### src/rtl/cksum_pkg.sv
package cksum_pkg;
    typedef enum logic [1:0] {
        ST_IDLE = 2'd0,
        ST_WORD = 2'd1,
        ST_TAIL = 2'd2
    } cksum_state_e;
endpackage

### src/rtl/cksum_mod_reducer.sv
module cksum_mod_reducer #(
    parameter int IN_W = 32,
    parameter int M_W  = 16,
    parameter logic [M_W-1:0] M_VAL = 16'hFFF1
) (
    input  logic            clk,
    input  logic            rst,
    input  logic            start,
    input  logic [IN_W-1:0] dividend,
    output logic            busy,
    output logic            done,
    output logic [M_W-1:0]  rem
);
    localparam int CNT_W = $clog2(IN_W + 1);
    localparam logic [CNT_W-1:0] CNT_LOAD = CNT_W'(IN_W);
    localparam logic [CNT_W-1:0] CNT_ONE  = CNT_W'(1);

    logic [IN_W-1:0]  shreg;
    logic [M_W-1:0]   acc;
    logic [CNT_W-1:0] cnt;
    logic             done_q;
    logic [M_W:0]     trial;
    logic [M_W:0]     diff;
    logic             ge;
    logic [M_W-1:0]   acc_nxt;

    always_comb begin
        trial   = {acc, shreg[IN_W-1]};
        diff    = trial - {1'b0, M_VAL};
        ge      = (trial >= {1'b0, M_VAL});
        acc_nxt = ge ? diff[M_W-1:0] : trial[M_W-1:0];
    end

    always_ff @(posedge clk) begin
        if (rst) begin
            shreg  <= '0;
            acc    <= '0;
            cnt    <= '0;
            done_q <= 1'b0;
        end else if (start) begin
            shreg  <= dividend;
            acc    <= '0;
            cnt    <= CNT_LOAD;
            done_q <= 1'b0;
        end else if (cnt != '0) begin
            acc    <= acc_nxt;
            shreg  <= shreg << 1;
            cnt    <= cnt - CNT_ONE;
            done_q <= (cnt == CNT_ONE);
        end else begin
            done_q <= 1'b0;
        end
    end

    assign busy = (cnt != '0);
    assign done = done_q;
    assign rem  = acc;


    rem_below_mod_chk: assert property (@(posedge clk) disable iff (rst)
        done |-> (rem < M_VAL));

    start_when_free_chk: assert property (@(posedge clk) disable iff (rst)
        start |-> !busy);

    done_single_chk: assert property (@(posedge clk) disable iff (rst)
        done |=> !done);
endmodule

### src/rtl/cksum_parity_acc.sv
module cksum_parity_acc #(
    parameter int DW = 15
) (
    input  logic          clk,
    input  logic          rst,
    input  logic          load,
    input  logic          restart,
    input  logic [DW-1:0] data,
    output logic          par
);
    logic par_q;

    always_ff @(posedge clk) begin
        if (rst) begin
            par_q <= 1'b0;
        end else if (load) begin
            par_q <= (restart ? 1'b0 : par_q) ^ (^data);
        end
    end

    assign par = par_q;
endmodule

### src/rtl/cksum_shift_mod.sv
module cksum_shift_mod #(
    parameter int K = 16,
    parameter int PARITY_EN = 0,
    parameter logic [K-1:0] MOD_VAL = 16'hFFF1,
    parameter logic [K-1:0] SEED = '0
) (
    input  logic                   clk,
    input  logic                   rst,
    input  logic                   in_valid,
    output logic                   in_ready,
    input  logic [K-PARITY_EN-1:0] in_data,
    input  logic                   in_sof,
    input  logic                   in_eof,
    output logic [K-1:0]           chk_value,
    output logic                   chk_done
);
    import cksum_pkg::*;

    localparam int S_W    = K - PARITY_EN;
    localparam int SUM2_W = 2 * S_W;
    localparam logic [S_W-1:0] MOD_S  = MOD_VAL[S_W-1:0];
    localparam logic [S_W-1:0] SEED_S = SEED[S_W-1:0];

    cksum_state_e      state, state_nxt;
    logic [S_W-1:0]    sum_q;
    logic              last_q;
    logic              accept;
    logic [S_W-1:0]    base;
    logic              red_start;
    logic [SUM2_W-1:0] red_div;
    logic              red_busy;
    logic              red_done;
    logic [S_W-1:0]    red_rem;
    logic [K-1:0]      chk_nxt;

    assign in_ready = (state == ST_IDLE);
    assign accept   = in_valid && in_ready;
    assign base     = in_sof ? SEED_S : sum_q;

    always_comb begin
        red_start = 1'b0;
        red_div   = '0;
        unique case (state)
            ST_IDLE: begin
                red_start = accept;
                red_div   = {base, in_data};
            end
            ST_WORD: begin
                red_start = red_done && last_q;
                red_div   = {red_rem, {S_W{1'b0}}};
            end
            ST_TAIL: begin
                red_start = 1'b0;
            end
            default: begin
                red_start = 1'b0;
            end
        endcase
    end

    cksum_mod_reducer #(
        .IN_W (SUM2_W),
        .M_W  (S_W),
        .M_VAL(MOD_S)
    ) reducer_i (
        .clk     (clk),
        .rst     (rst),
        .start   (red_start),
        .dividend(red_div),
        .busy    (red_busy),
        .done    (red_done),
        .rem     (red_rem)
    );

    generate
        if (PARITY_EN != 0) begin : g_par
            logic par_bit;
            cksum_parity_acc #(.DW(S_W)) parity_i (
                .clk    (clk),
                .rst    (rst),
                .load   (accept),
                .restart(in_sof),
                .data   (in_data),
                .par    (par_bit)
            );
            assign chk_nxt = {red_rem, par_bit};
        end else begin : g_plain
            assign chk_nxt = red_rem;
        end
    endgenerate

    always_comb begin
        state_nxt = state;
        unique case (state)
            ST_IDLE: if (accept)               state_nxt = ST_WORD;
            ST_WORD: if (red_done && last_q)   state_nxt = ST_TAIL;
                     else if (red_done)        state_nxt = ST_IDLE;
            ST_TAIL: if (red_done)             state_nxt = ST_IDLE;
            default:                           state_nxt = ST_IDLE;
        endcase
    end

    always_ff @(posedge clk) begin
        if (rst) state <= ST_IDLE;
        else     state <= state_nxt;
    end

    always_ff @(posedge clk) begin
        if (rst) begin
            sum_q     <= '0;
            last_q    <= 1'b0;
            chk_value <= '0;
            chk_done  <= 1'b0;
        end else begin
            chk_done <= 1'b0;
            unique case (state)
                ST_IDLE: if (accept) last_q <= in_eof;
                ST_WORD: if (red_done) sum_q <= red_rem;
                ST_TAIL: if (red_done) begin
                    sum_q     <= red_rem;
                    chk_value <= chk_nxt;
                    chk_done  <= 1'b1;
                end
                default: ;
            endcase
        end
    end


    ready_drop_chk: assert property (@(posedge clk) disable iff (rst)
        accept |=> !in_ready);

    reducer_idle_chk: assert property (@(posedge clk) disable iff (rst)
        red_start |-> !red_busy);

    done_pulse_chk: assert property (@(posedge clk) disable iff (rst)
        chk_done |=> !chk_done);

    done_with_ready_chk: assert property (@(posedge clk) disable iff (rst)
        chk_done |-> in_ready);

    sum_field_range_chk: assert property (@(posedge clk) disable iff (rst)
        chk_done |-> (chk_value[K-1:PARITY_EN] < MOD_S));

    value_hold_chk: assert property (@(posedge clk) disable iff (rst)
        !chk_done |-> $stable(chk_value));
endmodule

### config.mk
export PLATFORM = sky130hd
export DESIGN_NAME = cksum_shift_mod
export DESIGN_NICKNAME = d
export VERILOG_FILES = /design/src/rtl/cksum_pkg.sv /design/src/rtl/cksum_mod_reducer.sv /design/src/rtl/cksum_parity_acc.sv /design/src/rtl/cksum_shift_mod.sv
export SDC_FILE = /design/constraint.sdc
export NUM_CORES = 1
export LEC_CHECK = 0
export ABC_AREA = 0
export BUFFER_PORTS_ARGS = -buffer_cell sky130_fd_sc_hd__clkbuf_2
export CAP_MARGIN = 10
export CORE_MARGIN = 2
export CORE_UTILIZATION = 28
export DETAILED_ROUTE_END_ITERATION = 16
export PLACE_DENSITY = 0.56
export SLEW_MARGIN = 30
export SYNTH_ARGS = -nofsm -noshare
export SYNTH_HDL_FRONTEND = slang
export SYNTH_HIERARCHICAL = 1
export SYNTH_SLANG_ARGS = --single-unit
export TNS_END_PERCENT = 10
### constraint.sdc
create_clock -name clk -period 2.3 [get_ports clk]
set_clock_uncertainty 0.1 [all_clocks]
set_input_delay 0.23 -clock clk [delete_from_list [all_inputs] [get_ports clk]]
set_output_delay 0.23 -clock clk [all_outputs]
set_load 0.01 [all_outputs]
==> summary.md, run 1 <==
| Metric | Value |
|---|---|
| Status | `finished clean` |
| Async S/R FF share, synth | `0%` |
| Row cnt | `46` |
| Register area share after synthesis | `approximately two fifths` |
| Ant diodes | `0` |
| Leak pwr | `between 1.5 and 2 nW` |
| Worst hold endpoint | `last_q` |
| Synthesized area | `around 4500 um^2` |
| Tmin final | `2.104 ns` |
| Post-cts gate resize count | `0` |
| Syn nets | `545` |
| Grt met2 use | `21.13%` |
| Initial Util | `28.37%` |
| DR pass1 iterations | `5` |
| Crit path kind | `flop to flop` |
| DRC | `0` |
| Top cells by area, synth | `dfxtp_1 41%, mux2_2 7.6%, mux2i_1 7.2%` |
| Fillcell total | `~1600` |
| Crit path from | `reducer_i/cnt[5]` |
| RSZ-0062 raised after global routing | `no` |
| FF+latch count, synth | `about 90` |
| Busiest grt layer | `met2` |
| CP Capture Type | `flop` |
| Final worst-path cycle share | `~91%` |
| Grt met3 use | `under 10%` |
| Placer congestion estimate | `just under 0.9` |
| Nets | `579` |
| All-Layer GR Usage | `between 10 and 15%` |
| Worst r2r src | `reducer_i/cnt[5]` |
| Post-DP HPWL | `around 7.3 mm` |
| Pins Over Slew Limit | `0` |
| Core Box Area | `roughly 16000 um^2` |
| Clock insertion delay at the later pin of the skew report | `about 0.34 ns` |
| I/O pin cnt | `39` |
| Vias in the first global route | `3540` |
| Hold Vio Cnt, Final | `0` |
| Yosys warns | `6` |
| Max clock buf depth | `2` |
| Grt total ovfl | `0` |
| HP Start | `in_eof` |
| Most frequently used flop master after synthesis | `dfxtp_1` |
| CP max FO | `29` |
| Final Core Density | `33.21%` |
| Worst-path clk slew | `~0.06 ns` |
| Clk sinks | `91` |
| Drt initial violations | `between 150 and 200` |
| WL/cell | `approximately 14 um` |
| Cell Area, Placed | `just under 5000 um^2` |
| Top cell type's share of synthesized area | `between 40% and 50%` |
| Final setup vio count | `0` |
| Min-Delay Path Class | `input port to flop` |
| Hold Path Depth | `3` |
| Vias | `about 3600` |
| WP data required | `approximately 2.4 ns` |
| Max-slew headroom | `between 40 and 50%` |
| Reg2reg setup slack | `between 0.15 and 0.2 ns` |
| Die Width | `~130 um` |
| Design area | `5218 um^2` |
| Tightest Pin Transition | `roughly 0.76 ns` |
| Die area | `approximately 17000 um^2` |
| Leading area contributor after synthesis | `dfxtp_1` |
| Num CTS Buffers | `9` |
| CP startpoint kind | `flop` |
| CTS tree | `done` |
| Post-synth EDFFs | `0` |
| Sequential Area | `roughly 1800 um^2` |
| Port buffer count | `38` |
| Mapped Cells | `513` |
| Critical Path AT | `between 2 and 2.5 ns` |
| Worst r2r path cells | `7` |
| Max Cap Violations | `0` |
| Die H | `~130 um` |
| Crit Reg-Reg Endpoint | `reducer_i/rem[9]` |
| Share of cells above drive strength 1 | `19.60%` |
| H-tree levels | `3` |
| Clock root cell | `clkbuf_16` |
| Vias per inst | `around 4.7` |
| Hold Buf Count CTS | `0` |
| Antenna-violating nets left | `0` |
| P&R area growth vs syn | `17.04%` |
| Max rail drop VDD | `about 0.54 mV` |
| Postcts setup bufs | `0` |
| Total length of routed wires | `between 10 and 15 mm` |
| Pin count of the biggest net entering global routing | `73` |
| Multi-input logic area | `2426 um^2` |
| Initial antenna violation count | `0` |
| Fmax | `0.4752 GHz` |
| Syn Area/Cell | `about 8.7 um^2` |
| First-pass GRT wire length | `roughly 17 mm` |
| Count of different cell masters after synthesis | `around 50` |
| Pwr dens | `1068 nW/um^2` |
| GR Util met1 | `16.21%` |
[cells in the mapped netlist, drive strengths merged, types with 2 or more instances]
master	number
dfxtp	91
nand2	84
a21oi	49
nor2	47
mux2i	32
mux2	31
o21ai	22
buf	20
and2	19
a22o	15
clkbuf	15
xnor2	12
ha	11
nand3	11
nor3	9
inv	7
nand4	4
xor2	4
nor4	3
a41oi	2
and4	2
o2111ai	2
o211ai	2
or4	2
[sequential cells by signal (all words and copies together), names as in the netlist]
signal / cells
reducer_i/shreg: 32
chk_value: 16
reducer_i/rem: 16
sum_q: 16
reducer_i/cnt: 6
state: 2
chk_done: 1
last_q: 1
reducer_i/done: 1
[per-layer routing]
| layer | up-vias | part of all wire [%] |
|---|---|---|
| li1 | 1839 | - |
| met1 | 1703 | 48 |
| met2 | 86 | 47 |
| met3 | 14 | 4.0 |
| met4 | 0 | 1.5 |
| met5 | - | 0 |
[cell families (layout without fill, tap and decap cells)]
| kind of cell | after synthesis | count (layout) | synth area share (%) |
|---|---|---|---|
| fa+ha+maj | 11 | 11 | 3.087 |
| flops | 91 | 91 | 40.86 |
| xor+xnor | 16 | 16 | 3.143 |
| simple gates | 190 | 190 | 19.25 |
| buf+inv | 42 | 80 | 4.967 |
| mux | 63 | 63 | 15.10 |
| compound gates | 100 | 100 | 13.58 |
[cell usage in the layout (no fill, tap or decap), types with 3 or more instances in the layout]
| master | Yosys | final |
|---|---|---|
| o21ai_0 | 22 | 22 |
| and2_1 | 19 | 19 |
| mux2_2 | 30 | 30 |
| nand2_1 | 84 | 84 |
| xnor2_1 | 12 | 12 |
| ha_1 | 11 | 11 |
| nor3_1 | 9 | 9 |
| a22o_1 | 15 | 15 |
| xor2_1 | 4 | 4 |
| nand3_1 | 11 | 11 |
| clkbuf_16 | 0 | 9 |
| dfxtp_1 | 91 | 91 |
| nor2_1 | 47 | 47 |
| nor4_1 | 3 | 3 |
| nand4_1 | 4 | 4 |
| clkbuf_2 | 0 | 38 |
| a21oi_1 | 48 | 47 |
| inv_1 | 6 | 6 |
| mux2i_1 | 32 | 32 |
| buf_4 | 3 | 18 |
[critical path, stage by stage, from the launching register on]
cell and delay, ns:
dfxtp_1 0.33, nor4_1 0.43, and2_1 0.26, buf_12 0.21, inv_2 0.12, buf_4 0.22, o21ai_0 0.24, a21oi_1 0.07
[report_power, final]
group	internal [mW]	switching [mW]	total, mW	leakage (nW)
clock network	0.944	0.596	1.54	0.152
logic	0.915	1.15	2.06	1.09
registers	1.77	0.203	1.97	0.738
total	3.63	1.95	5.57	1.98
[area by class of cell]
| type | instances | area share [%] |
|---|---|---|
| clock buffers | 10 | 4.389 |
| clock inverters | 5 | 1.511 |
| inverters | 7 | 0.5036 |
| multi-input cells | 380 | 46.50 |
| flip-flops and latches | 91 | 34.92 |
| well taps | 216 | 5.180 |
| repair buffers | 58 | 7.002 |
[worst max-delay path by stage]
stage | end | cells after the start
final | reducer_i/rem[9] | 7
after global routing | reducer_i/rem[2] | 8
after CTS | reducer_i/rem[9] | 7
after detailed placement | reducer_i/shreg[31] | 8
after global placement | reducer_i/shreg[31] | 8
after floorplan | reducer_i/shreg[1] | 10
[through the flow]
stage          hold slack, ns  setup slack [ns]  TNS [ns]  cells  power (mW)
6_report              0.02963            0.1958         0    767       5.574
5_1_grt               0.03323           0.05712         0    767       5.909
4_1_cts               0.02280            0.2188         0    767       5.635
3_5_place_dp           0.3462            0.2616         0    752       4.069
3_3_place_gp           0.3411            0.3013         0    752       4.006
2_1_floorplan          0.2753           -0.1071    -1.379    513       3.463
Power figures use the tool's default switching activity.
==> run 2: changes to the inputs <==
--- a/config.mk
+++ b/config.mk
@@ -5,7 +5,7 @@
 export SDC_FILE = /design/constraint.sdc
 export NUM_CORES = 1
 export LEC_CHECK = 0
-export ABC_AREA = 0
+export ABC_AREA = 1
 export BUFFER_PORTS_ARGS = -buffer_cell sky130_fd_sc_hd__clkbuf_2
 export CAP_MARGIN = 10
 export CORE_MARGIN = 2
==> run 2 against run 1 <==
  * Count of clock-buffer cells in the layout up 2
  * Worst hold slack gained 0.014 ns
  * Maximum frequency grew 1.7%
  * Critical endpoint is now reducer_i/cnt[0]
  * Largest power group unchanged
==> summary.md, run 2 <==
| Metric | Value |
|---|---|
| Pins Over Slew Limit | `0` |
| Max Cap Violations | `0` |
| Register area share after synthesis | `38.73%` |
| Initial Util | `28.46%` |
| Die Width | `around 130 um` |
| First-pass GRT wire length | `19.80 mm` |
| Top cell type's share of synthesized area | `~39%` |
| Crit path kind | `flop to flop` |
| Min-Delay Path Class | `input port to flop` |
| Setup TNS | `0 ns` |
| Top cells by area, synth | `dfxtp_1 39%, nand2_1 15%, nand3_1 6.1%` |
| Grt total ovfl | `0` |
| Worst r2r path cells | `9` |
| Synthesized area | `between 4000 and 5000 um^2` |
| HP Start | `in_eof` |
| Post-synth EDFFs | `0` |
| Antenna-violating nets left | `0` |
| Clock share of power | `~23%` |
| Tmin final | `2.068 ns` |
| Initial antenna violation count | `0` |
| Worst r2r src | `state[0]` |
| Crit Reg-Reg Endpoint | `reducer_i/cnt[0]` |
| Mapped Cells | `around 660` |
| Critical Path AT | `2.25 ns` |
| NetSw | `~2.5 mW` |
| Multi-input logic area | `~2400 um^2` |
| Design area | `~5500 um^2` |
| Status | `finished clean` |
| WP data required | `between 2 and 2.5 ns` |
| Die area | `about 18000 um^2` |
| Fmax | `0.4835 GHz` |
| Syn nets | `around 690` |
| Final setup vio count | `0` |
| Vias | `4313` |
| DRC | `0` |
| Async S/R FF share, synth | `0%` |
| WL/cell | `between 10 and 15 um` |
| Leading cell types in the layout, fill and taps excluded | `191 x nand2_1, 91 x dfxtp_1, 75 x inv_1` |
| Leak pwr | `~2.3 nW` |
| Largest stage delay on the critical path | `0.41 ns` |
| Max-slew headroom | `63.70%` |
| Vias per inst | `4.678` |
| Clock root cell | `clkbuf_16` |
| Count leader, synth | `nand2_1` |
| Commonest non-fill, non-tap cell in the layout | `nand2_1` |
| Slowest CP cell | `dfxtp_1` |
| Final Core Density | `between 30% and 40%` |
| CTS tree | `done` |
| Leading area contributor after synthesis | `dfxtp_1` |
| Ordered cell list for the critical path | `inv_1 -> ha_1 -> nor2_1 -> a21oi_4 -> nor2_1 -> nand2_1 -> inv_1 -> nor2_1 -> a21oi_1` |
| Count of different cell masters after synthesis | `36` |
| Fillcell total | `roughly 1800` |
| Most frequently used flop master after synthesis | `dfxtp_1` |
| Hold Vio Cnt, Final | `0` |
| Post-DP HPWL | `8.400 mm` |
| Cell Area, Placed | `between 5000 and 6000 um^2` |
| Die H | `~130 um` |
| Drt initial violations | `373` |
| Reg2reg setup slack | `0.23 ns` |
| Core Box Area | `between 15000 and 20000 um^2` |
| Vias in the first global route | `3899` |
| Pin count of the biggest net entering global routing | `40` |
| Port buffer count | `38` |
| Sequential share of power | `a little over a third` |
| Max rail drop VDD | `approximately 0.38 mV` |
| H-tree levels | `3` |
| Hold Path Depth | `3` |
| Sequential Area | `1822 um^2` |
| Tightest Pin Transition | `0.5439 ns` |
| Clock insertion delay at the later pin of the skew report | `roughly 0.35 ns` |
| Switching share of power | `about two fifths` |
| Total length of routed wires | `11.97 mm` |
| Pwr dens | `1124 nW/um^2` |
| All-Layer GR Usage | `13.83%` |
| Clk sinks | `between 90 and 100` |
| CP Capture Type | `flop` |
| Power Internal | `approximately 3.6 mW` |
| Worst-path clk slew | `around 0.06 ns` |
| CP startpoint kind | `flop` |
| Hold Buf Count CTS | `0` |
| Num CTS Buffers | `9` |
| Max reg flops | `32` |
| Yosys warns | `6` |
| Max clock buf depth | `2` |
| Syn Area/Cell | `approximately 7.2 um^2` |
| CP most frequent cell | `nor2_1` |
| Share of cells above drive strength 1 | `a little under a fifth` |
| Worst Path Buf+Inv | `2` |
| FF+latch count, synth | `a little over 90` |
| Worst path top cell family by delay | `simple AND/OR/NAND/NOR gates` |
| Worst hold endpoint | `last_q` |
| RSZ-0062 raised after global routing | `no` |
| Final worst-path cycle share | `89.93%` |
| CP max FO | `6` |
| Nets | `730` |
| I/O pin cnt | `39` |
| Placer congestion estimate | `about 0.83` |
| P&R area growth vs syn | `16.68%` |
| Logic pwr share | `between 40% and 50%` |
| Ant diodes | `0` |
| Row cnt | `47` |
| DR pass1 iterations | `5` |
| Post-synth top cells | `191 x nand2_1, 91 x dfxtp_1, 76 x inv_1` |
| Reg with most FFs | `reducer_i/shreg` |
## run 2: cell count changes after synthesis, moves of 16 or more
cell and change:
a21oi_2 +19, mux2_2 -30, mux2i_1 -32, and2_1 -19, nand3_1 +46, nor2_1 -16, inv_1 +70, nand2_1 +107
## run 2: area by class of cell
| class | count | area share [%] |
|---|---|---|
| inverters | 81 | 5.723 |
| clock inverters | 3 | 0.7296 |
| clock buffers | 12 | 4.309 |
| multi-input cells | 451 | 43.78 |
| repair buffers | 64 | 7.250 |
| flip-flops and latches | 91 | 33.20 |
| well taps | 220 | 5.016 |
## run 2: worst register-to-register path, delay by kind of cell (launching register included)
family                   cells  cell delay (ns)
flip-flops                   1             0.41
adder cells (fa/ha/maj)      1             0.22
AO/OA/AOI/OAI                2             0.20
AND/OR/NAND/NOR              4             0.78
buffers and inverters        2             0.30
## run 2: power groups by stage
stage | Combinational [mW] | Sequential (mW) | Clock [mW]
floorplan | 1.77 | 2.18 | 0
global placement | 2.51 | 2.24 | 0
detailed placement | 2.49 | 2.24 | 0
CTS | 2.51 | 2.20 | 1.46
global route | 2.84 | 2.25 | 1.51
finish | 2.54 | 2.20 | 1.43
## run 2: metal layers
| metal | part of all wire (%) | GRT usage (%) | vias to the layer above |
|---|---|---|---|
| met1 | 51 | 19.17 | 1994 |
| li1 | - | - | 2221 |
| met3 | 3.6 | 2.549 | 15 |
| met2 | 44 | 21.11 | 83 |
| met5 | 0 | 0 | - |
| met4 | 1.8 | 5.733 | 0 |
## run 2: logic make-up after synthesis
logic type	count (synthesis)	share of synthesized area, %
flip-flops	91	38.73
AND/OR/NAND/NOR	304	27.80
AO/OA/AOI/OAI	127	18.44
XOR/XNOR	9	1.676
buffers and inverters	115	10.43
adder cells (fa/ha/maj)	11	2.926
## run 2: per-stage QoR
stage | worst slack (ns) | hold WS [ns] | power, mW | std cells
2_1_floorplan | 0.01770 | 0.2819 | 3.950 | 657
3_3_place_gp | 0.2111 | 0.3475 | 4.746 | 906
3_5_place_dp | 0.1837 | 0.3501 | 4.729 | 906
4_1_cts | 0.1709 | 0.04369 | 6.176 | 921
5_1_grt | 0.06650 | 0.07099 | 6.599 | 922
6_report | 0.2317 | 0.04387 | 6.169 | 922
## run 2: timing repair
action / in CTS / in global routing
setup buffers: 0 / 1
gates resized for setup: 0 / 2
endpoints found under the setup margin: 0 / 16
## run 2: how the worst max path moves through the flow
stage | from | to | slack, ns | depth (start not counted)
2_1_floorplan | state[0] | reducer_i/shreg[13] | 0.02 | 10
3_5_place_dp | state[0] | reducer_i/rem[9] | 0.18 | 9
6_report | state[0] | reducer_i/cnt[0] | 0.23 | 9
3_3_place_gp | state[0] | reducer_i/rem[3] | 0.21 | 9
5_1_grt | state[0] | reducer_i/shreg[14] | 0.07 | 9
4_1_cts | state[1] | reducer_i/rem[9] | 0.17 | 9
==> run 3: changes to the inputs <==
--- a/config.mk
+++ b/config.mk
@@ -6,7 +6,7 @@
 export NUM_CORES = 1
 export LEC_CHECK = 0
 export ABC_AREA = 1
-export BUFFER_PORTS_ARGS = -buffer_cell sky130_fd_sc_hd__clkbuf_2
+export BUFFER_PORTS_ARGS = -buffer_cell sky130_fd_sc_hd__buf_4
 export CAP_MARGIN = 10
 export CORE_MARGIN = 2
 export CORE_UTILIZATION = 28
==> run 3 against run 2 <==
  * Critical path depth up 1
  * Cell area rose by 1.4%
  * Core utilization grew 0.47 points
  * First-iteration DRC count is 16% lower
  * Cell count is 0.87% lower
  * Clock power up 13%
  * Largest cell class unchanged
  * Register-to-register slack got worse by 0.02 ns
  * Via count is 0.93% lower
==> summary.md, run 3 (synthesized netlist as in run 2, its figures left out) <==
| Metric | Value |
|---|---|
| Status | `finished clean` |
| I/O pin cnt | `39` |
| Die H | `approximately 130 um` |
| Die Width | `around 130 um` |
| CP Capture Type | `flop` |
| Die area | `roughly 18000 um^2` |
| Tmin final | `about 2.1 ns` |
| Share of cells above drive strength 1 | `17.58%` |
| All-Layer GR Usage | `14.00%` |
| First-pass GRT wire length | `roughly 20 mm` |
| Vias per inst | `about 4.7` |
| DRC | `0` |
| Max reg flops | `32` |
| Core Box Area | `16520 um^2` |
| Cell Area, Placed | `~5200 um^2` |
| Num CTS Buffers | `9` |
| Crit path kind | `flop to flop` |
| RSZ-0062 raised after global routing | `no` |
| Reg with most FFs | `reducer_i/shreg` |
| Vias | `4273` |
| CP startpoint kind | `flop` |
| Port buffer count | `38` |
| Final worst-path cycle share | `between 90% and 100%` |
| Setup TNS | `0 ns` |
| Leading cell types in the layout, fill and taps excluded | `191 x nand2_1, 91 x dfxtp_1, 75 x inv_1` |
| Hold Vio Cnt, Final | `0` |
| Max-slew headroom | `~60%` |
| Pins Over Slew Limit | `0` |
| DR pass1 iterations | `5` |
| Ordered cell list for the critical path | `inv_1 -> ha_1 -> nor2_1 -> a21oi_2 -> nor2_1 -> clkinvlp_4 -> buf_4 -> a21oi_1 -> nand2_1 -> inv_1` |
| H-tree levels | `3` |
| Max clock buf depth | `2` |
| WL/cell | `~13 um` |
| WP data required | `~2.5 ns` |
| Slowest CP cell | `dfxtp_1` |
| Clock insertion delay at the later pin of the skew report | `~0.35 ns` |
| Leak pwr | `around 2.3 nW` |
| Max rail drop VDD | `about 0.45 mV` |
| Vias in the first global route | `slightly below 4000` |
| CP max FO | `8` |
| Fmax | `roughly 0.48 GHz` |
| Commonest non-fill, non-tap cell in the layout | `nand2_1` |
| P&R area growth vs syn | `18.33%` |
| Grt total ovfl | `0` |
| Design area | `~5600 um^2` |
| Max Cap Violations | `0` |
| Tightest Pin Transition | `between 0.5 and 0.6 ns` |
| CTS tree | `done` |
| Min-Delay Path Class | `input port to flop` |
| Pin count of the biggest net entering global routing | `39` |
| Hold Buf Count CTS | `0` |
| Total length of routed wires | `roughly 12 mm` |
| Final setup vio count | `0` |
| Largest stage delay on the critical path | `0.43 ns` |
| Ant diodes | `0` |
| Row cnt | `47` |
| Clock root cell | `clkbuf_16` |
| Initial Util | `28.46%` |
| Placer congestion estimate | `~0.82` |
| Antenna-violating nets left | `0` |
| Drt initial violations | `~310` |
| Clk sinks | `just over 90` |
| Pwr dens | `1123 nW/um^2` |
| Critical Path AT | `approximately 2.3 ns` |
| Worst-path clk slew | `approximately 0.060 ns` |
| Initial antenna violation count | `0` |
| Nets | `722` |
| Post-DP HPWL | `8.125 mm` |
| Fillcell total | `around 1700` |
-- run 3: cell types whose count changed in the layout (fill, tap and decap cells not counted), sizes merged --
cell    previous run  this run
buf               26        56
bufinv             1         2
clkbuf            50        11
-- run 3: worst max-delay path, delay by kind of cell (launching register included) --
family / cells / cell delay [ns]
buffers and inverters: 4 / 0.52
and+or+nand+nor: 3 / 0.50
DFF: 1 / 0.43
AOI/OAI and AO/OA: 2 / 0.25
adders and majority gates: 1 / 0.23
-- run 3: through the flow --
stage               setup slack [ns]  instances  utilization [%]  power, mW  hold slack (ns)
floorplan                    0.01770        657                -      3.950           0.2819
global placement              0.2337        897            31.59      4.663           0.3453
detailed placement            0.1816        897            31.59      4.650           0.3495
CTS                           0.1625        912            33.57      6.283          0.06010
global route                0.009499        914            33.68      6.762          0.08355
finish                        0.2125        914            33.68      6.250          0.06006
-- run 3: repair_timing --
action / 4_1_cts / 5_1_grt
setup endpoints to repair: 0 / 15
gates resized for setup: 0 / 1
setup buffers: 0 / 2
hold endpoints to repair: 0 / 0
-- run 3: power by group --
group,internal (mW),switching (mW),leakage [nW]
clock,1.01,0.611,0.162
combinational,0.839,1.57,1.42
sequential,1.90,0.323,0.740
total,3.74,2.51,2.32
-- run 3: cell type report --
cell class,count,area (um^2),area share (%)
multi-input combinational,451,2395,43.03
sequential,91,1822,32.73
timing repair buffer,56,432.9,7.779
inverter,81,314.1,5.643
tap,220,275.3,4.946
clock buffer,11,252.7,4.541
clock inverter,4,73.82,1.326
-- run 3: path summary, 6_finish.rpt --
kind,start,end,slack [ns],depth (start not counted)
worst min register to register,reducer_i/shreg[2],reducer_i/shreg[2],0.35,2
worst max-delay path,state[0],reducer_i/rem[12],0.21,10
worst min-delay path,in_eof,last_q,0.06,3
worst max register to register,state[0],reducer_i/rem[12],0.21,10
-- run 3: layer usage --
layer	track usage [%]	part of all wire [%]	wire [um]	vias to the layer above
met5	0	0	0	-
met4	4.965	1.3	152	0
met3	2.816	4.1	489	10
met2	21.16	44	5196	84
met1	19.78	51	6048	1971
li1	-	-	-	2208
